--- src/rtl/dseq_pkg.sv ---
package dseq_pkg;

    typedef enum logic [2:0] {
        S_IDLE,
        S_ROW,
        S_WEN,
        S_COL,
        S_WREL,
        S_RREL,
        S_REF,
        S_PRE
    } seq_state_e;

    typedef struct packed {
        logic ras_n;
        logic cas_n;
        logic we_n;
        logic oe_n;
    } strobe_t;

    function automatic int imax(input int a, input int b);
        return (a > b) ? a : b;
    endfunction

    // Strobe levels held during each phase of the sequencer.
    function automatic strobe_t strobes_of(input seq_state_e s, input logic wr);
        strobe_t t;
        t = '1;
        case (s)
            S_ROW, S_REF: t.ras_n = 1'b0;
            S_WEN: begin
                t.ras_n = 1'b0;
                t.we_n  = 1'b0;
            end
            S_COL: begin
                t.ras_n = 1'b0;
                t.cas_n = 1'b0;
                t.we_n  = ~wr;
                t.oe_n  = wr;
            end
            S_WREL: begin
                t.ras_n = 1'b0;
                t.cas_n = 1'b0;
            end
            S_RREL: begin
                t.cas_n = 1'b0;
                t.oe_n  = wr;
            end
            default: t = '1;
        endcase
        return t;
    endfunction

endpackage

--- src/rtl/dseq_phase_timer.sv ---
module dseq_phase_timer #(
    parameter int CNT_W = 4
) (
    input  logic             clk,
    input  logic             rst_n,
    input  logic             load,
    input  logic [CNT_W-1:0] load_val,
    output logic             expired
);

    logic [CNT_W-1:0] cnt_d, cnt_q;

    always_comb begin
        cnt_d = cnt_q;
        if (load) begin
            cnt_d = load_val;
        end else if (cnt_q != '0) begin
            cnt_d = cnt_q - 1'b1;
        end
    end

    always_ff @(posedge clk) begin
        if (!rst_n) begin
            cnt_q <= '0;
        end else begin
            cnt_q <= cnt_d;
        end
    end

    assign expired = (cnt_q == '0);

    AST_TIMER_LOADS: assert property (@(posedge clk) disable iff (!rst_n)
        (load && load_val != '0) |=> !expired);

endmodule

--- src/rtl/dseq_refresh_sched.sv ---
module dseq_refresh_sched #(
    parameter int ROW_W      = 9,
    parameter int REF_PERIOD = 1560
) (
    input  logic             clk,
    input  logic             rst_n,
    input  logic             serve,
    output logic             pending,
    output logic [ROW_W-1:0] ref_row
);

    localparam int PER_W = $clog2(REF_PERIOD + 1);

    typedef struct packed {
        logic [PER_W-1:0] tick;
        logic             pend;
        logic [ROW_W-1:0] row;
    } sched_t;

    sched_t q, d;

    always_comb begin
        d = q;
        if (serve) begin
            d.pend = 1'b0;
            d.row  = q.row + 1'b1;
        end
        if (q.tick == PER_W'(REF_PERIOD - 1)) begin
            d.tick = '0;
            d.pend = 1'b1;
        end else begin
            d.tick = q.tick + 1'b1;
        end
    end

    always_ff @(posedge clk) begin
        if (!rst_n) begin
            q <= '0;
        end else begin
            q <= d;
        end
    end

    assign pending = q.pend;
    assign ref_row = q.row;

    AST_SERVE_WHEN_PENDING: assert property (@(posedge clk) disable iff (!rst_n)
        serve |-> pending);
    AST_ROW_WRAPS: assert property (@(posedge clk) disable iff (!rst_n)
        (serve && ref_row == '1) |=> ref_row == '0);

endmodule

--- src/rtl/dram_strobe_seq.sv ---
module dram_strobe_seq
    import dseq_pkg::*;
#(
    parameter int ROW_W      = 9,
    parameter int COL_W      = 9,
    parameter int DATA_W     = 8,
    parameter int T_RCD      = 2,
    parameter int T_CAC      = 2,
    parameter int T_RAS      = 5,
    parameter int T_RP       = 3,
    parameter int REF_PERIOD = 1560
) (
    input  logic                     clk,
    input  logic                     rst_n,
    input  logic                     req_valid,
    input  logic                     req_write,
    input  logic [ROW_W+COL_W-1:0]   req_addr,
    input  logic [DATA_W-1:0]        req_wdata,
    output logic                     req_ack,
    output logic [DATA_W-1:0]        req_rdata,
    output logic [imax(ROW_W,COL_W)-1:0] dram_addr,
    output logic                     dram_ras_n,
    output logic                     dram_cas_n,
    output logic                     dram_we_n,
    output logic                     dram_oe_n,
    output logic [DATA_W-1:0]        dram_dq_out,
    output logic                     dram_dq_oe,
    input  logic [DATA_W-1:0]        dram_dq_in
);

    localparam int ADDR_W     = ROW_W + COL_W;
    localparam int MUX_W      = imax(ROW_W, COL_W);
    // Column phase length stretched so the row-low minimum is met.
    localparam int RD_COL_LEN = imax(T_CAC, T_RAS - T_RCD);
    localparam int WR_COL_LEN = imax(T_CAC, T_RAS - T_RCD - 2);
    localparam int MAX_LEN    = imax(imax(imax(T_RCD, T_RAS), imax(T_RP, 1)),
                                     imax(RD_COL_LEN, WR_COL_LEN));
    localparam int CNT_W      = $clog2(MAX_LEN + 1);
    localparam int AGE_W      = $clog2(MAX_LEN + T_RCD + 8);

    localparam logic [CNT_W-1:0] L_RCD = CNT_W'(T_RCD - 1);
    localparam logic [CNT_W-1:0] L_RAS = CNT_W'(T_RAS - 1);
    localparam logic [CNT_W-1:0] L_RP  = CNT_W'(T_RP - 1);
    localparam logic [CNT_W-1:0] L_RDC = CNT_W'(RD_COL_LEN - 1);
    localparam logic [CNT_W-1:0] L_WRC = CNT_W'(WR_COL_LEN - 1);

    typedef struct packed {
        seq_state_e        st;
        logic              wr;
        logic [ADDR_W-1:0] addr;
        logic [DATA_W-1:0] wdata;
        strobe_t           stb;
        logic [MUX_W-1:0]  mux;
        logic              dq_oe;
        logic              ack;
        logic [DATA_W-1:0] rdata;
    } ctl_t;

    ctl_t q, d;

    logic             tmr_load;
    logic [CNT_W-1:0] tmr_len;
    logic             tmr_expired;
    logic             ref_pending;
    logic             ref_serve;
    logic [ROW_W-1:0] ref_row;

    dseq_phase_timer #(.CNT_W(CNT_W)) i_timer (
        .clk      (clk),
        .rst_n    (rst_n),
        .load     (tmr_load),
        .load_val (tmr_len),
        .expired  (tmr_expired)
    );

    dseq_refresh_sched #(.ROW_W(ROW_W), .REF_PERIOD(REF_PERIOD)) i_refresh (
        .clk     (clk),
        .rst_n   (rst_n),
        .serve   (ref_serve),
        .pending (ref_pending),
        .ref_row (ref_row)
    );

    always_comb begin
        d         = q;
        d.ack     = 1'b0;
        tmr_load  = 1'b0;
        tmr_len   = '0;
        ref_serve = 1'b0;

        case (q.st)
            S_IDLE: begin
                if (ref_pending) begin
                    d.st      = S_REF;
                    tmr_load  = 1'b1;
                    tmr_len   = L_RAS;
                    ref_serve = 1'b1;
                end else if (req_valid) begin
                    d.st     = S_ROW;
                    d.wr     = req_write;
                    d.addr   = req_addr;
                    d.wdata  = req_wdata;
                    tmr_load = 1'b1;
                    tmr_len  = L_RCD;
                end
            end
            S_ROW: begin
                if (tmr_expired) begin
                    tmr_load = 1'b1;
                    if (q.wr) begin
                        d.st    = S_WEN;
                        tmr_len = '0;
                    end else begin
                        d.st    = S_COL;
                        tmr_len = L_RDC;
                    end
                end
            end
            S_WEN: begin
                if (tmr_expired) begin
                    d.st     = S_COL;
                    tmr_load = 1'b1;
                    tmr_len  = L_WRC;
                end
            end
            S_COL: begin
                if (tmr_expired) begin
                    tmr_load = 1'b1;
                    if (q.wr) begin
                        d.st = S_WREL;
                    end else begin
                        d.st    = S_RREL;
                        d.ack   = 1'b1;
                        d.rdata = dram_dq_in;
                    end
                end
            end
            S_WREL: begin
                if (tmr_expired) begin
                    d.st     = S_RREL;
                    tmr_load = 1'b1;
                end
            end
            S_RREL: begin
                if (tmr_expired) begin
                    d.st     = S_PRE;
                    d.ack    = q.wr;
                    tmr_load = 1'b1;
                    tmr_len  = L_RP;
                end
            end
            S_REF: begin
                if (tmr_expired) begin
                    d.st     = S_PRE;
                    tmr_load = 1'b1;
                    tmr_len  = L_RP;
                end
            end
            S_PRE: begin
                if (tmr_expired) begin
                    d.st = S_IDLE;
                end
            end
            default: d.st = S_IDLE;
        endcase

        d.stb = strobes_of(d.st, d.wr);
        case (d.st)
            S_ROW, S_WEN:          d.mux = MUX_W'(d.addr[ADDR_W-1:COL_W]);
            S_COL, S_WREL, S_RREL: d.mux = MUX_W'(d.addr[COL_W-1:0]);
            S_REF:                 d.mux = MUX_W'(ref_row);
            default:               d.mux = '0;
        endcase
        d.dq_oe = d.wr && (d.st == S_WEN || d.st == S_COL || d.st == S_WREL);
    end

    always_ff @(posedge clk) begin
        if (!rst_n) begin
            q     <= '0;
            q.stb <= '1;
        end else begin
            q <= d;
        end
    end

    assign req_ack     = q.ack;
    assign req_rdata   = q.rdata;
    assign dram_addr   = q.mux;
    assign dram_ras_n  = q.stb.ras_n;
    assign dram_cas_n  = q.stb.cas_n;
    assign dram_we_n   = q.stb.we_n;
    assign dram_oe_n   = q.stb.oe_n;
    assign dram_dq_out = q.wdata;
    assign dram_dq_oe  = q.dq_oe;

    // Cycle counters on the row strobe, kept only for the timing checks below.
    logic [AGE_W-1:0] ras_lo_cnt, ras_hi_cnt;

    always_ff @(posedge clk) begin
        if (!rst_n) begin
            ras_lo_cnt <= '0;
            ras_hi_cnt <= '1;
        end else begin
            ras_lo_cnt <= dram_ras_n ? '0 : ((ras_lo_cnt == '1) ? ras_lo_cnt : ras_lo_cnt + 1'b1);
            ras_hi_cnt <= !dram_ras_n ? '0 : ((ras_hi_cnt == '1) ? ras_hi_cnt : ras_hi_cnt + 1'b1);
        end
    end

    AST_CAS_UNDER_RAS: assert property (@(posedge clk) disable iff (!rst_n)
        $fell(dram_cas_n) |-> !dram_ras_n);
    AST_RAS_RELEASED_FIRST: assert property (@(posedge clk) disable iff (!rst_n)
        $rose(dram_cas_n) |-> dram_ras_n);
    AST_WE_INSIDE_ROW: assert property (@(posedge clk) disable iff (!rst_n)
        $fell(dram_we_n) |-> (!dram_ras_n && dram_cas_n && dram_dq_oe));
    AST_RCD_MIN: assert property (@(posedge clk) disable iff (!rst_n)
        $fell(dram_cas_n) |-> ras_lo_cnt >= AGE_W'(T_RCD));
    AST_RAS_LOW_MIN: assert property (@(posedge clk) disable iff (!rst_n)
        $rose(dram_ras_n) |-> ras_lo_cnt >= AGE_W'(T_RAS));
    AST_PRECHARGE_MIN: assert property (@(posedge clk) disable iff (!rst_n)
        $fell(dram_ras_n) |-> ras_hi_cnt >= AGE_W'(T_RP));
    AST_ACK_SINGLE: assert property (@(posedge clk) disable iff (!rst_n)
        req_ack |=> !req_ack);

endmodule

--- config.mk ---
export PLATFORM = sky130hd
export DESIGN_NAME = dram_strobe_seq
export DESIGN_NICKNAME = d
export VERILOG_FILES = /design/src/rtl/dseq_pkg.sv /design/src/rtl/dseq_phase_timer.sv /design/src/rtl/dseq_refresh_sched.sv /design/src/rtl/dram_strobe_seq.sv
export SDC_FILE = /design/constraint.sdc
export NUM_CORES = 1
export LEC_CHECK = 0
export CAP_MARGIN = 5
export CORE_UTILIZATION = 40
export CTS_CLUSTER_SIZE = 10
export DETAILED_ROUTE_END_ITERATION = 12
export DONT_BUFFER_PORTS = 1
export MAX_ROUTING_LAYER = met4
export SETUP_SLACK_MARGIN = 0.2
export SYNTH_ARGS = -nofsm -noshare
export SYNTH_HDL_FRONTEND = slang
export SYNTH_SLANG_ARGS = --single-unit
--- constraint.sdc ---
create_clock -name clk -period 4.8 [get_ports clk]
set_input_delay 0.96 -clock clk [delete_from_list [all_inputs] [get_ports clk]]
set_output_delay 0.96 -clock clk [all_outputs]
set_load 0.01 [all_outputs]
# Word-level counts from Yosys, hierarchy flattened
# Index checks and enable logic that the tools add are counted.
# totals
mem_count	0
wordCells	93
ramBits	0
mem_bits_ro	0
output_inout_bits	31
latch_bits	0
regBits	77
# op_classes
bitwise	4
div	0
n_mux	38
n_eq_ne	14
shifts	0
addsub	3
n_reduce_logical	18
n_lt_le_gt_ge	0
multipliers	0
# op_table
op	n
$mux 27	2
$mux 3	10
$mux 30	1
$pmux 9 s3	1
$eq 3x3->1 const B	7
$pmux 3 s7	1
$mux 9	2
$mux 1	13
$eq 3x2->1 const B	4
$pmux 3 s4	1
$add 11x1->11 const B	1
$eq 11x11->1 const B	1
$mux 10	1
$add 9x1->9 const B	1
$reduce_or 2->1	4
$eq 3x1->1 const B	2
$logic_not 3->1	2
$mux 2	3
$pmux 1 s2	3
$reduce_and 3->1	2
$reduce_or 6->1	1
$reduce_or 5->1	1
$not 1->1	4
$reduce_bool 2->1	2
6 further kinds	7

# Logic depth before layout (Yosys ltp)
# logic_depth
depth_word	7
depth_mapped	10
mapped_depth_nobuf	8

# Cells and area by module
# A second synthesis with hierarchy kept.
# hier_totals
hier_cells	421
hier_area_um2	3778.6
# by_module_without_submodules
module	instances	seq_area_each_um2	cells_per_inst	area_per_inst_um2
dram_strobe_seq	1	1061.0	289	2581.2
dseq_refresh_sched	1	420.4	110	992.2
dseq_phase_timer	1	60.1	22	205.2

# Worst setup path before layout
# No wires, ideal clock.
# synth_path
kind	input to register
from	input req_valid
to	register q, in the netlist dram_addr[0]
path_buffers	2
arrival_time_ps	1970
setup_ps	120
path_slack_ps	2709
cell_stages	7
cell_sequence	nand2b_1 > buf_2 > nor2_8 > buf_12 > mux2i_1 > a2bb2oi_1 > a21oi_1
# synth_via
elab_chain_len	6
# synth_rtl
item	line	text
from (decl)	dram_strobe_seq.sv:15	input logic req_valid,
$mux 30 *	dram_strobe_seq.sv:98	end else if (req_valid) begin
$mux 3	dram_strobe_seq.sv:93	if (ref_pending) begin
$pmux 3 s7	dram_strobe_seq.sv:91	case (q.st)
$eq 3x2->1, or another cell as far along	dram_strobe_seq.sv:168	case (d.st)
$reduce_or 3->1 (no source line) or $reduce_or 2->1 (tied branches)	n/a	
$pmux 9 s3 *	dram_strobe_seq.sv:168	
to (decl)	dram_strobe_seq.sv:59	ctl_t q, d;
# Every way passes the cells marked *; elsewhere a longest branch is shown, timed or not.
# A chain may end at the register's enable or synchronous reset.

# Worst setup path in the final report
# layout_path
from	register i_timer.cnt_q[0]
to	register q, in the netlist dram_addr[2]
# layout_via
elab_chain_len	6
# layout_rtl
item	line	text
from (decl)	dseq_phase_timer.sv:11	logic [CNT_W-1:0] cnt_d, cnt_q;
from (signal assigned)	dseq_phase_timer.sv:26	cnt_q <= cnt_d;
$logic_not 3->1 *	dseq_phase_timer.sv:30	assign expired = (cnt_q == '0);
$mux 3, or another cell as far along	dram_strobe_seq.sv:160	if (tmr_expired) begin
$pmux 3 s7 *	dram_strobe_seq.sv:91	
$eq 3x2->1, or another cell as far along	dram_strobe_seq.sv:168	
$reduce_or 3->1 (no source line) or $reduce_or 2->1 (tied branches)	n/a	
$pmux 9 s3 *	dram_strobe_seq.sv:168	
# Marks and branches as above.

==> results.md <==
* Status: finished clean
* Layout cells sized above 1 at between 8 and 9%
* Post-synth ARST share at 0%
* Starting Density at 41.49%
* Mux cell area share after synthesis at roughly 8.7%
* Crit path kind: register to register
* Crit path max fanout at 10
* Setup tns final at 0 ns
* Critical path startpoint category: register
* Final hold violation count at 0
* RSZ-0062 raised after global routing: no
* NetSw at slightly above 700 uW
* # diodes at 0
* Tmin final at roughly 2.5 ns
* Post-cts resize count at 0
* Max-cap violations at 0
* Syn Nets at around 420
* Cell Rows at 34
* Detailed Routing Iterations Pass 1 at 4
* # DRC at 0
* Post-Syn Instances at 380
* Clock Path Buffers at 2
* Flop pwr share at between 40% and 50%
* Crit path max-delay cell type: o31a_1
* Worst slew pin tran at 0.5601 ns
* Die width at 97.34 um
* CTS root buf: clkbuf_8
* CP required at between 5 and 6 ns
* PwrDens at between 500 and 600 nW/um^2
* Core ar. at approximately 9000 um^2
* EDFF count, synth at 0
* Combinational share of power at 35.3%
* Critical-path cell list: inv_1, ha_1, nor2b_2, and2_1, o31a_1, mux2i_4, a2bb2oi_1, a21oi_1
* Synth warnings at 0
* Hold-critical path depth at 1
* Commonest non-fill, non-tap cell in the layout: dfxtp_1
* Via count at around 2300
* Register area share after synthesis at about 42%
* Routed wire length at between 6000 and 7000 um
* Tcrit/Tclk final at between 50% and 60%
* R2r worst-path depth at 8
* Max rail drop VDD at 0.0002116 V
* Die area at 9475 um^2
* CTS tree: built
* Leading area contributor after synthesis: dfxtp_1
* Sw Ratio at a little over a third
* Skew-Pair Late Insertion Delay at around 0.34 ns
* H-tree depth at 3
* Post-synth top flop: dfxtp_1
* First-pass GRT wire length at around 11000 um
* Sink Count at 77
* Final net count at about 400
* Syn avg cell area at 9.568 um^2
* GRT Util Overall at between 15 and 20%
* Routability congestion estimate at a little over 0.8
* Initial antenna violation count at 0
* Synth Area in Adders at 1.376%
* WP data arrival at 2.68 ns
* XOR/XNOR Fraction of Synth Area at roughly 5.6%
* Critical path's largest stage delay at 0.50 ns
* Post-synthesis compound-gate area fraction at under 10%
* Flops & latches, synth at a little under 80
* Setup violations, final at 0
* Hold crit path type: register to register
* Area of the mapped netlist at ~3600 um^2
* IO buf count at 0
* Vias in the first global route at 2288
* Worst slew margin at a little over three fifths
* Register clock-pin slew on the reported worst setup and hold paths at approximately 0.08 ns
* Clock power frac at a little under a quarter
* Hold_buf cts at 0
* Synth-to-layout area growth at 0.3441%
* P_leak at around 1.5 nW
* 1st-iter DRT viols at 36
* Worst Skew at approximately 0.0083 ns
* TritonCTS Buffers at 9
* Drt via density at about 5.0
* R2R Setup Slk at 2.34 ns
* Setup ws final at between 2 and 2.5 ns
* Post-DRT Antenna Nets at 0
* Internal power at ~1.3 mW
* Die Y at 97.34 um
* Main combinational cell family by area after synthesis: simple AND/OR/NAND/NOR gates
* Post-DP HPWL at between 4000 and 5000 um
* Library cells used by synthesis at 50
* Largest cells by area after synthesis: dfxtp_1 (42%), mux2i_1 (7.7%), buf_4 (5.8%)
* Io pins at between 60 and 70
* Most frequent cells in the layout: dfxtp_1 (77), nand2_1 (37), nor2_1 (29)
* Layout Utilization at between 40% and 50%
* Dpl ws at 2.296 ns
* Simple-gate share of the synthesized area at between 20% and 30%
* Setup crit end kind: register
* Postcts setup bufs at 0
* Achievable frequency at around 400 MHz
* Share of Yosys cell area claimed by the top area cell type at between 40% and 50%
* Remaining Overflow, GRT at 0
* Routed wire per std cell at approximately 14 um
* Max-slew violation count at 0
* Min Hold Slack at approximately 0.47 ns
* Largest net degree at the start of global routing at 59
layout make-up:
cell class,count,area (um^2)
clock buffers,14,182.7
clock inverters,2,15.01
fillers,859,5115
inverters,4,15.01
multi-input cells,255,1759
flip-flops and latches,77,1541
well taps,108,135.1
routing by layer:
layer	wire length, um	track usage (%)	vias to the layer above
li1	-	-	1183
met1	3152	19.15	1033
met2	2900	23.02	60
met3	382	5.180	6
met4	61	4.072	0
met5	0	-	-
state kept, by name (all words and copies together), names as in the netlist:
name,cells
q,22
i_refresh.q,11
dram_addr,9
i_refresh.ref_row,9
dram_dq_out,8
req_rdata,8
i_timer.cnt_q,3
dram_cas_n,1
dram_dq_oe,1
dram_oe_n,1
dram_ras_n,1
dram_we_n,1
i_refresh.pending,1
req_ack,1
cell families after synthesis:
logic type               Yosys count
AND/OR/NAND/NOR                  153
multiplexers                      30
XOR/XNOR                          21
flip-flops                        77
buffers and inverters             48
adder cells (fa/ha/maj)            4
AO/OA/AOI/OAI                     47
worst max-delay path: cells and delay by family, from the launching register on:
| kind | cells | cell delay [ns] |
|---|---|---|
| DFF | 1 | 0.32 |
| buffers and inverters | 1 | 0.08 |
| and+or+nand+nor | 2 | 0.45 |
| AOI/OAI and AO/OA | 3 | 0.82 |
| muxes | 1 | 0.49 |
| adders and majority gates | 1 | 0.20 |
worst paths after layout:
| path | startpoint | endpoint |
|---|---|---|
| max | i_timer.cnt_q[0] | dram_addr[2] |
| min | i_refresh.q[10] | i_refresh.q[10] |
| max reg2reg | i_timer.cnt_q[0] | dram_addr[2] |
| min reg2reg | i_refresh.q[10] | i_refresh.q[10] |
power by group through the flow:
stage,Combinational [mW],Sequential [mW],Clock [mW]
after floorplan,0.772,0.798,0
after global placement,0.716,0.868,0
after detailed placement,0.724,0.865,0
after CTS,0.729,0.852,0.486
after global routing,0.807,0.863,0.509
final,0.720,0.851,0.467
cells in the mapped netlist, types with 3 or more instances:
cell,n
ha_1,4
buf_2,3
nand2_1,37
a2bb2oi_1,10
nor2_1,29
xor2_1,8
dfxtp_1,77
clkbuf_1,8
a21oi_1,16
buf_6,4
nand2b_1,4
and2b_1,11
nand3_1,9
nor3_1,3
nor2b_1,18
a21boi_0,9
and2_1,15
nand4_1,5
mux2i_1,28
inv_1,4
xnor2_1,12
and3_1,5
buf_4,28
through the flow:
step	cell area, um^2	std cells	power [mW]
5_1_grt	3649	460	2.180
4_1_cts	3649	460	2.067
6_report	3649	460	2.039
3_3_place_gp	3451	444	1.584
3_5_place_dp	3451	444	1.589
2_1_floorplan	3636	380	1.571
No activity file was read; power rests on OpenSTA's default activity.
